**src/rtl/uframe_pkg.sv**
```systemverilog
package uframe_pkg;

    localparam int unsigned IDX_W_DEF   = 14;
    localparam int unsigned UF_W_DEF    = 3;
    localparam int unsigned LIST_W_DEF  = 10;
    localparam int unsigned ADDR_W_DEF  = 32;
    localparam int unsigned ESHIFT_DEF  = 2;

    // Events decoded from the index counter, consumed by the neighbours.
    typedef struct packed {
        logic sof_step;   // advance out of microframe 0
        logic wrap;       // advance from last microframe into microframe 0
        logic uf0;        // microframe field currently zero
    } uf_evt_t;

    function automatic logic all_ones(input logic [7:0] v, input int unsigned w);
        logic r;
        r = 1'b1;
        for (int i = 0; i < 8; i++)
            if (i < int'(w)) r = r & v[i];
        return r;
    endfunction

endpackage

```
**src/rtl/uframe_counter.sv**
```systemverilog
module uframe_counter
    import uframe_pkg::*;
#(
    parameter int unsigned IDX_W = IDX_W_DEF,
    parameter int unsigned UF_W  = UF_W_DEF
) (
    input  logic             clk,
    input  logic             rst,
    input  logic             tick,
    input  logic             run,
    input  logic             sw_wr,
    input  logic [IDX_W-1:0] sw_wdata,
    output logic [IDX_W-1:0] idx,
    output uf_evt_t          evt
);
    localparam logic [UF_W-1:0] UF_LAST = {UF_W{1'b1}};

    logic adv;

    assign adv          = run & tick & ~sw_wr;
    assign evt.uf0      = (idx[UF_W-1:0] == '0);
    assign evt.sof_step = adv & evt.uf0;
    assign evt.wrap     = adv & (idx[UF_W-1:0] == UF_LAST);

    always_ff @(posedge clk) begin
        if (rst)
            idx <= '0;
        else if (sw_wr)
            idx <= sw_wdata;
        else if (adv)
            idx <= idx + 1'b1;
    end

endmodule

```
**src/rtl/sof_tracker.sv**
```systemverilog
module sof_tracker #(
    parameter int unsigned FR_W = 11
) (
    input  logic            clk,
    input  logic            rst,
    input  logic            sw_wr,
    input  logic [FR_W-1:0] wr_frame,
    input  logic            sof_step,
    input  logic [FR_W-1:0] cur_frame,
    output logic [FR_W-1:0] sof
);
    always_ff @(posedge clk) begin
        if (rst)
            sof <= '0;
        else if (sw_wr)
            sof <= wr_frame;
        else if (sof_step)
            sof <= cur_frame;
    end
endmodule

```
**src/rtl/psched_sync.sv**
```systemverilog
module psched_sync #(
    parameter int unsigned LIST_W = 10,
    parameter int unsigned ADDR_W = 32,
    parameter int unsigned ESHIFT = 2
) (
    input  logic              clk,
    input  logic              rst,
    input  logic              sw_pen,
    input  logic              uf0,
    input  logic              wrap,
    input  logic [LIST_W-1:0] list_idx,
    input  logic [ADDR_W-1:0] list_base,
    output logic              psched_on,
    output logic              list_fetch,
    output logic [ADDR_W-1:0] list_addr
);
    localparam int unsigned PAD_W = ADDR_W - LIST_W - ESHIFT;

    logic              frame_start;
    logic [ADDR_W-1:0] offset;

    assign offset = {{PAD_W{1'b0}}, list_idx, {ESHIFT{1'b0}}};

    always_ff @(posedge clk) begin
        if (rst) begin
            frame_start <= 1'b0;
            psched_on   <= 1'b0;
            list_fetch  <= 1'b0;
            list_addr   <= '0;
        end else begin
            frame_start <= wrap;
            if (uf0)
                psched_on <= sw_pen;
            list_fetch <= frame_start & sw_pen;
            if (frame_start)
                list_addr <= list_base + offset;
        end
    end
endmodule

```
**src/rtl/uframe_seq.sv**
```systemverilog
module uframe_seq
    import uframe_pkg::*;
#(
    parameter int unsigned IDX_W  = IDX_W_DEF,
    parameter int unsigned UF_W   = UF_W_DEF,
    parameter int unsigned LIST_W = LIST_W_DEF,
    parameter int unsigned ADDR_W = ADDR_W_DEF,
    parameter int unsigned ESHIFT = ESHIFT_DEF,
    localparam int unsigned FR_W  = IDX_W - UF_W
) (
    input  logic              clk,
    input  logic              rst,
    input  logic              tick,
    input  logic              run,
    input  logic              sw_wr,
    input  logic [IDX_W-1:0]  sw_wdata,
    input  logic              sw_pen,
    input  logic [ADDR_W-1:0] list_base,
    output logic [IDX_W-1:0]  frame_idx,
    output logic [FR_W-1:0]   sof_val,
    output logic              psched_on,
    output logic              list_fetch,
    output logic [ADDR_W-1:0] list_addr
);
    uf_evt_t evt;

    uframe_counter #(.IDX_W(IDX_W), .UF_W(UF_W)) u_cnt (
        .clk      (clk),
        .rst      (rst),
        .tick     (tick),
        .run      (run),
        .sw_wr    (sw_wr),
        .sw_wdata (sw_wdata),
        .idx      (frame_idx),
        .evt      (evt)
    );

    sof_tracker #(.FR_W(FR_W)) u_sof (
        .clk       (clk),
        .rst       (rst),
        .sw_wr     (sw_wr),
        .wr_frame  (sw_wdata[IDX_W-1:UF_W]),
        .sof_step  (evt.sof_step),
        .cur_frame (frame_idx[IDX_W-1:UF_W]),
        .sof       (sof_val)
    );

    psched_sync #(.LIST_W(LIST_W), .ADDR_W(ADDR_W), .ESHIFT(ESHIFT)) u_ps (
        .clk        (clk),
        .rst        (rst),
        .sw_pen     (sw_pen),
        .uf0        (evt.uf0),
        .wrap       (evt.wrap),
        .list_idx   (frame_idx[UF_W+LIST_W-1:UF_W]),
        .list_base  (list_base),
        .psched_on  (psched_on),
        .list_fetch (list_fetch),
        .list_addr  (list_addr)
    );
endmodule

```
**config.mk**
```make
export PLATFORM = sky130hd
export DESIGN_NAME = uframe_seq
export DESIGN_NICKNAME = d
export VERILOG_FILES = /design/src/rtl/uframe_pkg.sv /design/src/rtl/uframe_counter.sv /design/src/rtl/sof_tracker.sv /design/src/rtl/psched_sync.sv /design/src/rtl/uframe_seq.sv
export SDC_FILE = /design/constraint.sdc
export NUM_CORES = 1
export LEC_CHECK = 0
export ABC_AREA = 1
export BUFFER_PORTS_ARGS = -buffer_cell sky130_fd_sc_hd__buf_2
export CAP_MARGIN = 10
export CORE_MARGIN = 1
export CORE_UTILIZATION = 32
export DETAILED_ROUTE_END_ITERATION = 12
export GPL_TIMING_DRIVEN = 0
export PLACE_DENSITY_LB_ADDON = 0.12
export SLEW_MARGIN = 30
export SYNTH_ARGS = -nofsm -noshare
export SYNTH_HDL_FRONTEND = slang
export SYNTH_HIERARCHICAL = 1
export SYNTH_SLANG_ARGS = --single-unit
```
**constraint.sdc**
```tcl
create_clock -name clk -period 4.85 [get_ports clk]
set_input_delay 1.2125 -clock clk [delete_from_list [all_inputs] [get_ports clk]]
set_output_delay 1.2125 -clock clk [all_outputs]
set_load 0.01 [all_outputs]
```
==> results.json <==
{
  "postCtsSetupBuffers": 0,
  "synth_seq_area_share_pct": 29.0,
  "wl_per_cell_um": 13.5,
  "via_count": 4541,
  "cts_buffer_depth": 2,
  "grtUsageTotal_pct": 20.8,
  "critPathKind": "in -> reg",
  "finalCritPeriodShare_pct": 57.2,
  "synth_most_common_cell": "nand2_1",
  "stdcell_count": 983,
  "rsz0062_at_grt": "no",
  "ys_types": 35,
  "ys_async_sr_fraction_pct": 0,
  "die-area_um2": 13400,
  "rows": 41,
  "fill_cells": 1445,
  "grt_pass1_vias": 4148,
  "powerDensity_nw_per_um2": 261,
  "synthCells": 686,
  "cts_buffers": 9,
  "synth_adder_area_share_pct": 4.40,
  "vdd_drop_max_v": 0.000164,
  "fp.coreArea_um2": 12600,
  "grt_overflow_total": 0,
  "place_congestion": 0.873,
  "slew_headroom_pct": 60.0,
  "hp-start": "u_ps/list_addr[12]",
  "die_y_um": 116,
  "synthToLayoutAreaGrowth_pct": 25.3,
  "fmax_ghz": 0.361,
  "ant_nets": 0,
  "stdcell_area_um2": 5200,
  "first_pass_iters": 5,
  "worstMarginPinSlew_ns": 0.599,
  "yosysTopAreaCellShare_pct": 29.0,
  "ys_warn_count": 6,
  "p_switching_mw": 0.378,
  "antenna_found_initial": 0,
  "initial_utilization_pct": 32.9,
  "io_buffers": 110,
  "p_leak_nw": 2.86,
  "outcome": "complete, no violations",
  "setup_viol": 0,
  "seqPwrFrac_pct": 38.8,
  "cp-end-kind": "flip-flop",
  "drv_cap": 0,
  "worstPathArrival_ns": 2.99,
  "cts.hold.buffers_added": 0,
  "path_max_fanout": 4,
  "fin_crit_ns": 2.77,
  "wl_um": 13200,
  "r2r_cells": 13,
  "cts.repair.resized": 0,
  "r2r_slack_ns": 2.45,
  "placed_cells_incl_taps": 968,
  "reg2reg_from": "u_cnt/idx[3]",
  "r2r-end": "u_ps/list_addr[18]",
  "power_frac_clock_pct": 45.3,
  "avgSynthCellArea_um2": 6.05,
  "num_antenna_cells": 0,
  "synth_compound_area_share_pct": 6.58,
  "p_comb_share_pct": 16.0,
  "syn_area_um2": 4150,
  "clock_sinks": 60,
  "synth_nets": 752,
  "grt_max_degree": 11,
  "fin_util_pct": 41.2,
  "swShare_pct": 27.9,
  "synth_area_leaders": "dfxtp_1 (29%), nand2_1 (19%), inv_1 (9.8%), nand3_1 (9.8%), nor2_1 (7.9%)",
  "post-dp-hpwl_um": 10800,
  "synthFlopType": "dfxtp_1",
  "synthTopCellsByCount": "nand2_1 (205), inv_1 (108), nor2_1 (87)",
  "ys_seq_elements": 60,
  "yosys.area.top_type": "dfxtp_1",
  "clkLatencyLatePin_ns": 0.33,
  "dpl_cell_area_um2": 4910,
  "cp_data_required_time_ns": 5.07,
  "nets": 873,
  "drive_gt1_share_pct": 19.6,
  "synth_edf_count": 0,
  "startpoint_type": "input port",
  "clock_skew_ns": 0.00665,
  "drv_slew": 0,
  "drt_iter0_markers": 283,
  "viasPerCell": 4.62,
  "whs_ns": 0.471,
  "drc": 0,
  "ctsHtreeMaxLevel": 3,
  "synth_top_family_by_area": "simple AND/OR/NAND/NOR gates",
  "die_w_um": 116,
  "finalSetupTns_ns": 0,
  "hold_path.class": "reg -> reg",
  "clkTransAtPathRegs_ns": 0.05,
  "ios": 111,
  "root_buffer": "clkbuf_16",
  "cts_tree": "done",
  "synthMuxAreaShare_pct": 0,
  "grt_pass1_wl_um": 21100,
  "min_path_cells": 2,
  "internal_power_mw": 0.979,
  "hold-path-endpoint": "u_ps/list_addr[12]",
  "yosys.area_share.simple_pct": 44.5,
  "synth_xor_area_share_pct": 2.96,
  "final-hold-violation-count": 0
}
-- metal layers --
metal | GRT usage [%] | up-vias | part of all wire, %
met2 | 30.5 | 145 | 42
met1 | 29.8 | 2010 | 50
met4 | 7.01 | 0 | 1.3
met3 | 4.71 | 12 | 6.3
li1 | - | 2374 | -
met5 | 0 | - | 0
-- how the worst max path moves through the flow --
stage,start,end,cells after the start
finish,list_base[2],u_ps/list_addr[18],14
global route,list_base[2],u_ps/list_addr[18],14
CTS,list_base[2],u_ps/list_addr[26],14
detailed placement,list_base[2],u_ps/list_addr[26],14
global placement,list_base[2],u_ps/list_addr[26],14
floorplan,list_base[2],u_ps/list_addr[30],13
-- power groups by stage --
stage	combinational, mW	clock [mW]	sequential [mW]
floorplan	0.125	0	0.537
global placement	0.216	0	0.537
detailed placement	0.216	0	0.537
CTS	0.218	0.634	0.527
global route	0.245	0.658	0.528
finish	0.217	0.615	0.526
-- state kept, by name, summed over array words and instances, names as in the netlist --
name              flops
u_cnt/idx            14
u_ps/psched_on        1
u_ps/frame_start      1
u_ps/list_addr       32
u_ps/list_fetch       1
u_sof/sof            11
-- cells by family after synthesis --
group / Yosys count
XOR/XNOR: 14
flip-flops: 60
AO/OA/AOI/OAI: 50
adder cells (fa/ha/maj): 14
AND/OR/NAND/NOR: 419
buffers and inverters: 129
-- cells in the final DEF (no fill, tap or decap), types with 10 or more instances in the layout --
cell | Yosys | final
ha_1 | 13 | 13
buf_2 | 6 | 116
inv_1 | 108 | 108
nand2_1 | 205 | 205
dfxtp_1 | 60 | 60
xor2_1 | 10 | 10
o21ai_0 | 21 | 21
nand4_1 | 11 | 11
nor2_1 | 87 | 87
a21oi_1 | 16 | 16
nand3_1 | 81 | 81
-- cell type report --
cell class                 count  area (um2)  area share [%]
buffer                        19         109            2.09
sequential                    60        1200            23.1
tap                          172         215            4.14
inverter                     110         413            7.95
clock buffer                  10         229            4.41
clock inverter                 5        53.8            1.04
multi-input combinational    497        2420            46.7
timing repair buffer         110         551            10.6
-- through the flow --
step           setup slack (ns)  power (mW)
4_1_cts                    2.07        1.38
2_1_floorplan              2.19       0.662
3_5_place_dp               1.73       0.753
3_3_place_gp               1.72       0.752
6_report                   2.08        1.36
5_1_grt                    1.87        1.43
-- critical path, cell delays in order --
cell     delay [ns]
buf_2          0.09
ha_1           0.21
inv_1          0.07
fa_1           0.42
inv_1          0.10
nand3_1        0.06
nand3_1        0.17
nand3_1        0.10
nand2_1        0.20
nand2_1        0.11
nand3_1        0.08
nand2_1        0.05
nor2_1         0.09
nor2_1         0.04
No activity file was read; power rests on OpenSTA's default activity.
